$ cat config.mk
export PLATFORM = sky130hd
export DESIGN_NAME = prog_seq
export DESIGN_NICKNAME = d
export VERILOG_FILES = /design/src/rtl/prog_seq_pkg.sv /design/src/rtl/seq_phase.sv /design/src/rtl/seq_stack.sv /design/src/rtl/seq_next.sv /design/src/rtl/prog_seq.sv
export SDC_FILE = /design/constraint.sdc
export NUM_CORES = 1
export LEC_CHECK = 0
export BUFFER_PORTS_ARGS = -buffer_cell sky130_fd_sc_hd__buf_2
export CAP_MARGIN = 20
export CORE_ASPECT_RATIO = 1.4
export CORE_MARGIN = 2
export CORE_UTILIZATION = 40
export CTS_BUF_LIST = sky130_fd_sc_hd__clkbuf_4
export DETAILED_ROUTE_END_ITERATION = 8
export SLEW_MARGIN = 10
export SYNTH_ARGS = -nofsm -noshare
export SYNTH_HDL_FRONTEND = slang
export SYNTH_SLANG_ARGS = --single-unit
$ cat constraint.sdc
create_clock -name clk -period 3.6 [get_ports clk]
set_input_delay 0.18 -clock clk [delete_from_list [all_inputs] [get_ports clk]]
set_output_delay 0.18 -clock clk [all_outputs]
set_load 0.01 [all_outputs]
$ cat src/rtl/prog_seq_pkg.sv
package prog_seq_pkg;
  localparam logic [2:0] CLS_NEXT   = 3'd0;
  localparam logic [2:0] CLS_JUMP   = 3'd1;
  localparam logic [2:0] CLS_CALL   = 3'd2;
  localparam logic [2:0] CLS_RET    = 3'd3;
  localparam logic [2:0] CLS_RETLIT = 3'd4;
  localparam logic [2:0] CLS_RETINT = 3'd5;
endpackage

$ cat src/rtl/seq_phase.sv
module seq_phase #(
  parameter int PHASES = 4
) (
  input  logic clk,
  input  logic rst_n,
  output logic tick
);
  localparam int PH_W = (PHASES > 1) ? $clog2(PHASES) : 1;

  generate
    if (PHASES == 1) begin : g_single
      assign tick = 1'b1;
    end else begin : g_count
      logic [PH_W-1:0] ph_q;
      always_ff @(posedge clk or negedge rst_n) begin
        if (!rst_n)                         ph_q <= '0;
        else if (ph_q == PH_W'(PHASES - 1)) ph_q <= '0;
        else                                ph_q <= ph_q + PH_W'(1);
      end
      assign tick = (ph_q == PH_W'(PHASES - 1));
    end
  endgenerate
endmodule

$ cat src/rtl/seq_stack.sv
module seq_stack #(
  parameter int DEPTH = 8,
  parameter int W     = 13
) (
  input  logic         clk,
  input  logic         rst_n,
  input  logic         push,
  input  logic         pop,
  input  logic [W-1:0] din,
  output logic [W-1:0] tos
);
  localparam int AW = (DEPTH > 1) ? $clog2(DEPTH) : 1;

  logic [W-1:0]  mem [DEPTH];
  logic [AW-1:0] sp_q;

  always_ff @(posedge clk or negedge rst_n) begin
    if (!rst_n) begin
      for (int i = 0; i < DEPTH; i++) mem[i] <= '0;
    end else if (push) begin
      mem[sp_q] <= din;
    end
  end

  always_ff @(posedge clk or negedge rst_n) begin
    if (!rst_n)    sp_q <= '0;
    else if (push) sp_q <= sp_q + AW'(1);
    else if (pop)  sp_q <= sp_q - AW'(1);
  end

  assign tos = mem[sp_q - AW'(1)];
endmodule

$ cat src/rtl/seq_next.sv
module seq_next
  import prog_seq_pkg::*;
#(
  parameter int PC_W    = 13,
  parameter int IMM_W   = 11,
  parameter int LATCH_W = 5,
  parameter int PG_LSB  = 3,
  parameter int VEC     = 4
) (
  input  logic [PC_W-1:0]    pc_q,
  input  logic               flush_q,
  input  logic               gie_q,
  input  logic [2:0]         cls,
  input  logic [IMM_W-1:0]   imm,
  input  logic [LATCH_W-1:0] latch,
  input  logic               skip_req,
  input  logic               irq,
  input  logic [PC_W-1:0]    tos,
  output logic [PC_W-1:0]    pc_nxt,
  output logic               flush_nxt,
  output logic               gie_nxt,
  output logic               push,
  output logic               pop,
  output logic               wl_raw,
  output logic               gs_raw
);
  localparam int PG_W = PC_W - IMM_W;

  logic [PC_W-1:0] target;
  assign target = {latch[PG_LSB +: PG_W], imm};

  always_comb begin
    pc_nxt    = pc_q + PC_W'(1);
    flush_nxt = 1'b0;
    gie_nxt   = gie_q;
    push      = 1'b0;
    pop       = 1'b0;
    wl_raw    = 1'b0;
    gs_raw    = 1'b0;
    if (!flush_q) begin
      case (cls)
        CLS_JUMP: begin
          pc_nxt    = target;
          flush_nxt = 1'b1;
        end
        CLS_CALL: begin
          push      = 1'b1;
          pc_nxt    = target;
          flush_nxt = 1'b1;
        end
        CLS_RET, CLS_RETLIT, CLS_RETINT: begin
          pop       = 1'b1;
          pc_nxt    = tos;
          flush_nxt = 1'b1;
          wl_raw    = (cls == CLS_RETLIT);
          gs_raw    = (cls == CLS_RETINT);
          if (cls == CLS_RETINT) gie_nxt = 1'b1;
        end
        default: begin
          if (skip_req) begin
            flush_nxt = 1'b1;
          end else if (irq && gie_q) begin
            push      = 1'b1;
            pc_nxt    = PC_W'(VEC);
            gie_nxt   = 1'b0;
            flush_nxt = 1'b1;
          end
        end
      endcase
    end
  end
endmodule

$ cat src/rtl/prog_seq.sv
module prog_seq #(
  parameter int PHASES  = 4,
  parameter int PC_W    = 13,
  parameter int IMM_W   = 11,
  parameter int LATCH_W = 5,
  parameter int DEPTH   = 8,
  parameter int VEC     = 4
) (
  input  logic               clk,
  input  logic               rst_n,
  input  logic [2:0]         op_cls,
  input  logic [IMM_W-1:0]   imm,
  input  logic [LATCH_W-1:0] latch,
  input  logic               skip_req,
  input  logic               irq,
  output logic [PC_W-1:0]    pc,
  output logic               flush,
  output logic               gie,
  output logic               cyc_tick,
  output logic               w_load,
  output logic [7:0]         w_lit,
  output logic               gie_set
);
  logic [PC_W-1:0] pc_q, pc_nxt, tos;
  logic            flush_q, flush_nxt, gie_q, gie_nxt;
  logic            push, pop, wl_raw, gs_raw, tick;

  seq_phase #(.PHASES(PHASES)) u_phase (
    .clk(clk), .rst_n(rst_n), .tick(tick)
  );

  seq_next #(
    .PC_W(PC_W), .IMM_W(IMM_W), .LATCH_W(LATCH_W), .PG_LSB(3), .VEC(VEC)
  ) u_next (
    .pc_q(pc_q), .flush_q(flush_q), .gie_q(gie_q), .cls(op_cls),
    .imm(imm), .latch(latch), .skip_req(skip_req), .irq(irq), .tos(tos),
    .pc_nxt(pc_nxt), .flush_nxt(flush_nxt), .gie_nxt(gie_nxt),
    .push(push), .pop(pop), .wl_raw(wl_raw), .gs_raw(gs_raw)
  );

  seq_stack #(.DEPTH(DEPTH), .W(PC_W)) u_stack (
    .clk(clk), .rst_n(rst_n), .push(push & tick), .pop(pop & tick),
    .din(pc_q), .tos(tos)
  );

  always_ff @(posedge clk or negedge rst_n) begin
    if (!rst_n) begin
      pc_q    <= '0;
      flush_q <= 1'b0;
      gie_q   <= 1'b0;
    end else if (tick) begin
      pc_q    <= pc_nxt;
      flush_q <= flush_nxt;
      gie_q   <= gie_nxt;
    end
  end

  assign pc       = pc_q;
  assign flush    = flush_q;
  assign gie      = gie_q;
  assign cyc_tick = tick;
  assign w_load   = tick & wl_raw;
  assign w_lit    = imm[7:0];
  assign gie_set  = tick & gs_raw;
endmodule

==> results of run 1 <==
## metrics by stage
stage	worst slack, ns	power [mW]	util, %	cell area [sq um]
2_1_floorplan	0.943	3.30	-	6310
3_3_place_gp	0.761	3.77	43.0	6680
3_5_place_dp	0.774	3.83	43.0	6680
4_1_cts	0.692	5.00	45.9	7130
5_1_grt	0.493	5.24	45.9	7130
6_report	0.670	4.95	45.9	7130
## area by class of cell
class                      count  area, sq um
clock buffer                  17          128
sequential                   124         3100
tap                          196          245
multi-input combinational    289         2910
timing repair buffer          76          488
inverter                      11         41.3
clock inverter                15          211
antenna                        1         2.50
fill                        1418         8410
## layer usage
metal,vias to the layer above,global-route usage [%],routed length [um]
met1,2158,26.4,6530
met3,34,4.02,752
met4,0,7.92,492
met5,-,0,0
li1,1841,-,-
met2,137,30.8,7500
## cells in the mapped netlist (6+ instances only)
cell type | n | area (sq um)
dfrtp_1 | 124 | 3100
mux2_1 | 10 | 113
mux2i_1 | 8 | 80.1
nand3_1 | 6 | 30.0
clkbuf_1 | 16 | 60.1
nor3_1 | 6 | 30.0
o21ai_0 | 13 | 65.1
mux2_4 | 10 | 150
inv_1 | 10 | 37.5
buf_4 | 16 | 120
nand2_1 | 14 | 52.6
mux2_2 | 86 | 968
mux4_2 | 26 | 586
nor2_1 | 19 | 71.3
buf_2 | 11 | 55.1
a21oi_1 | 9 | 45.0
## worst register-to-register path: cells and delay by family, from the launching register on
kind / cells / cell delay (ns)
mux: 1 / 0.37
fa+ha+maj: 1 / 0.85
buf+inv: 2 / 0.47
flops: 1 / 0.54
compound gates: 4 / 0.58
## state kept, by name, summed over array words and instances (netlist names)
signal	count
flush	1
gie	1
pc	13
u_phase.g_count.ph_q	2
u_stack.mem	104
u_stack.sp_q	3
## kinds of logic after synthesis
group,Yosys count,share of synthesized area (%)
adders and majority gates,4,0.793
xor gates and xnor gates,4,0.674
buffers and inverters,57,4.80
AOI/OAI and AO/OA,67,7.69
muxes,140,30.0
and+or+nand+nor,74,6.86
DFF,124,49.1
## worst max-delay path by stage
| stage | startpoint | end | slack [ns] | cells after the start |
|---|---|---|---|---|
| after floorplan | u_stack.sp_q[0] | pc[7] | 0.94 | 11 |
| after global placement | u_stack.sp_q[1] | pc[2] | 0.76 | 7 |
| after detailed placement | u_stack.sp_q[1] | pc[6] | 0.77 | 8 |
| after CTS | u_stack.sp_q[1] | pc[5] | 0.69 | 8 |
| after global routing | u_stack.sp_q[1] | pc[2] | 0.49 | 7 |
| final | u_stack.sp_q[1] | pc[5] | 0.67 | 8 |
## where the power goes
part           internal, mW  leakage, nW  total [mW]  switching [mW]
Combinational         0.861         1.48        1.65           0.789
Sequential             1.77         1.66        2.16           0.388
Clock                 0.566        0.172        1.14           0.577
==> impl_metrics.yaml, run 1 <==
timing:
  period_minus_slack_ns: 2.93
  max_freq_mhz: 341
  setup_viol: 0
  rsz0062_at_grt: "false"
  fin_setup_tns_ns: 0
  fin_crit_sh_pct: 81.4
  hold_viol_final: 0
  hold_ws_ns: 0.0747
  finalClockSkew_ns: 0.0340
  slew_viol_final: 0
  max_slew_margin_pct: 36.8
  worst_pin_slew_ns: 0.945
cells_and_area:
  drive_gt1_share_pct: 43.4
  layout_commonest_cell: "dfrtp_1"
  syn_to_final_growth_pct: 12.9
  finalNonFillerCells: 729
  final_nets: 546
  final_cell_mix: "dfrtp_1 (123), mux2_2 (86), buf_2 (44), mux4_2 (26), buf_4 (21)"
setup_path:
  worstPathRequired_ns: 4.00
  crit_path_cell_trace: "inv_1 -> ha_1 -> buf_4 -> mux4_2 -> o2111ai_1 -> o41ai_1 -> a211oi_1 -> o2bb2ai_1"
  cpMaxStageDelayCell: "ha_1"
  worst-r2r-setup-slack_ns: 0.67
  regToRegStartpoint: "u_stack.sp_q[1]"
  critPathTopFamily: "adder cells"
  startpoint_type: "flip-flop"
  cp_num_buf_inv: 2
  crit_fanout: 14
  r2r-end: "pc[5]"
  end_kind: "flip-flop"
  worstPathArrival_ns: 3.33
  path_class: "reg -> reg"
  worst_r2r_path_depth: 8
  cpPeakStageDelay_ns: 0.85
drt:
  ant_nets: 0
  wl_um: 15300
  drt_iter0_markers: 308
  post_drt_wl_per_cell_um: 21.0
  drc: 0
  dr.pass1.iters: 5
  viasPerCell: 5.72
  vias: 4170
min_path:
  hp-class: "in -> reg"
  hold_end: "pc[9]"
  hold_start: "imm[9]"
  holdPathStages: 4
synth:
  synthArstFlopShare_pct: 100
  yosysWarnings: 0
  synth_seq_cells: 124
  syn_area_per_cell_sq_um: 13.4
  syn_area_sq_um: 6310
  yosysSeqAreaShare_pct: 49.1
  syn_inst: 470
  syn_nets: 497
  synth_edf_count: 0
  synth_ff_type: "dfrtp_1"
  ys_types: 63
global_route:
  antenna_found_initial: 1
  grt_pass1_vias: 4361
  grt_max_degree: 63
  grt_pass1_wl_um: 24600
  track_usage_pct: 19.6
  grt_overflow: 0
cts:
  cts_resized: 0
  cts_sinks: 124
  numCtsBuffers: 17
  postCtsSetupRepairBufs: 0
  cts_tree: "done"
  ctsHtreeMaxLevel: 4
  cts.root.buffer_cell: "clkbuf_4"
  cts_hold_buf: 11
  clkLatencyLatePin_ns: 0.52
  path_clk_slew_ns: 0.14
  cts_buffer_depth: 2
die:
  die_area_sq_um: 16800
  std_cell_rows: 54
  io_pins: 49
  coreArea_sq_um: 15500
  die_w_um: 110
  start_util_pct: 40.6
  fp.dieH_um: 153
placement:
  place.gp.congestion: 0.857
  portBuffers: 45
  place_inst: 685
  dpl.hpwl_um: 10200
status:
  outcome: "completed"
power:
  vdd_ir_drop_max_v: 0.000382
  power.density_nw_per_um2: 694
  p_leak_nw: 3.31
flow_run:
  max_cap_violations: 0
No activity file was read; power rests on OpenSTA's default activity.
==> run 2: changes to the inputs <==
Clock period 3.6 ns to 2.8 ns, I/O delays scaled along.
==> impl_metrics.yaml, run 2 (same netlist as run 1, synthesis figures left out) <==
status:
  outcome: "completed"
placement:
  place_ws_ns: 0.224
  dpl_cell_area_sq_um: 6660
  dpl.hpwl_um: 9800
  place_inst: 680
  place.gp.congestion: 0.835
  portBuffers: 45
flow_run:
  max_cap_violations: 0
setup_path:
  path_class: "reg -> reg"
  worstPathArrival_ns: 3.07
  worstPathRequired_ns: 3.22
  startpoint_type: "flip-flop"
  cpMaxStageDelayCell: "dlygate4sd3_1"
  crit_path_cell_trace: "ha_1 -> buf_6 -> nand2_1 -> o41ai_2 -> dlygate4sd3_1 -> o21ai_0 -> dlygate4sd3_1"
  end_kind: "flip-flop"
  crit_path_frequent_cell: "dlygate4sd3_1"
  crit_fanout: 24
  cpPeakStageDelay_ns: 0.59
min_path:
  hp-class: "in -> reg"
cells_and_area:
  layout_commonest_cell: "dfrtp_1"
  final_nets: 542
  final.fill_count: 1418
  finalNonFillerCells: 725
  drive_gt1_share_pct: 42.4
  syn_to_final_growth_pct: 12.0
  finalInstanceArea_sq_um: 7070
  top_register: "u_stack.mem"
  final_cell_mix: "dfrtp_1 (123), mux2_2 (86), buf_2 (44), mux4_2 (26), nor2_1 (19)"
  largest_register_ffs: 104
timing:
  hold_viol_final: 0
  worst_pin_slew_ns: 1.02
  fin_crit_sh_pct: 94.7
  max_freq_mhz: 377
  finalClockSkew_ns: 0.0203
  setup_viol: 0
  fin_setup_tns_ns: 0
  slew_viol_final: 0
  period_minus_slack_ns: 2.65
  setup_ws_ns: 0.149
  rsz0062_at_grt: "false"
  max_slew_margin_pct: 32.1
power:
  p_total_mw: 6.19
  power.density_nw_per_um2: 876
  vdd_ir_drop_max_v: 0.000698
  p_leak_nw: 3.28
cts:
  numCtsBuffers: 17
  cts_sinks: 124
  clkLatencyLatePin_ns: 0.53
  postCtsSetupRepairBufs: 0
  cts_buffer_depth: 2
  path_clk_slew_ns: 0.13
  ctsHtreeMaxLevel: 4
  cts_tree: "done"
  cts.root.buffer_cell: "clkbuf_4"
drt:
  drc: 0
  drt_iter0_markers: 200
  post_drt_wl_per_cell_um: 21.5
  ant_nets: 0
  vias: 4164
  viasPerCell: 5.74
  wl_um: 15600
  dr.pass1.iters: 5
die:
  die_w_um: 110
  io_pins: 49
  die_area_sq_um: 16800
  fp.dieH_um: 153
  std_cell_rows: 54
  coreArea_sq_um: 15500
  start_util_pct: 40.6
global_route:
  grt_pass1_vias: 4385
  track_usage_pct: 19.6
  grt_pass1_wl_um: 24600
  grt_max_degree: 46
  antenna_found_initial: 1
  grt_overflow: 0
-- run 2: cell count changes in the layout (fill, tap and decap cells not counted), moves of 2 or more --
cell / change
clkinv_4: +2
inv_6: -2
clkinv_1: +3
buf_4: -8
buf_12: +2
clkinv_2: +2
clkinvlp_4: -2
bufinv_16: -2
-- run 2: power breakdown --
part | switching (mW) | internal (mW)
sequential | 0.489 | 2.27
combinational | 1.02 | 1.15
clock | 0.737 | 0.528
-- run 2: per-layer routing --
layer / up-vias / routed length [um] / track usage (%) / part of all wire (%)
met1: 2165 / 6660 / 25.4 / 43
met3: 26 / 695 / 3.68 / 4.5
met2: 135 / 7660 / 31.8 / 49
met4: 0 / 550 / 8.75 / 3.5
met5: - / 0 / 0 / 0
li1: 1838 / - / - / -
-- run 2: timing repair --
item | 4_1_cts | 5_1_grt
hold endpoints to repair | 51 | 0
endpoints found under the setup margin | 0 | 1
hold buffers | 12 | 0
resized for setup | 0 | 2
-- run 2: worst paths after layout --
kind | startpoint | endpoint | slack, ns | cells after the start
max in group asynchronous | rst_n | u_stack.mem[16] | 1.73 | 3
min in group asynchronous | rst_n | u_stack.mem[20] | 0.14 | 2
worst min register to register | u_phase.g_count.ph_q[0] | u_phase.g_count.ph_q[0] | 0.44 | 1
worst max-delay path | u_phase.g_count.ph_q[0] | gie | 0.15 | 7
worst max register to register | u_phase.g_count.ph_q[0] | gie | 0.15 | 7
worst min-delay path | imm[2] | pc[2] | 0.09 | 5
-- run 2: stage by stage --
stage | utilization [%] | hold slack, ns
2_1_floorplan | - | -0.156
3_3_place_gp | 42.9 | 0.169
3_5_place_dp | 42.9 | 0.182
4_1_cts | 45.4 | 0.0479
5_1_grt | 45.5 | 0.0919
6_report | 45.5 | 0.0939
-- run 2: critical path: cells and delay by family (launching register included) --
kind	cells	cell delay [ns]
AND/OR/NAND/NOR	1	0.19
buffers and inverters	3	1.38
flip-flops	1	0.37
adder cells (fa/ha/maj)	1	0.19
AO/OA/AOI/OAI	2	0.40
-- run 2: final cells by class --
class	count	area [sq um]	share of cell area [%]
flip-flops and latches	124	3100	43.9
multi-input cells	289	2920	41.2
repair buffers	72	489	6.92
well taps	196	245	3.47
clock inverters	15	146	2.07
clock buffers	17	128	1.80
inverters	11	41.3	0.584
diodes	1	2.50	0.0354
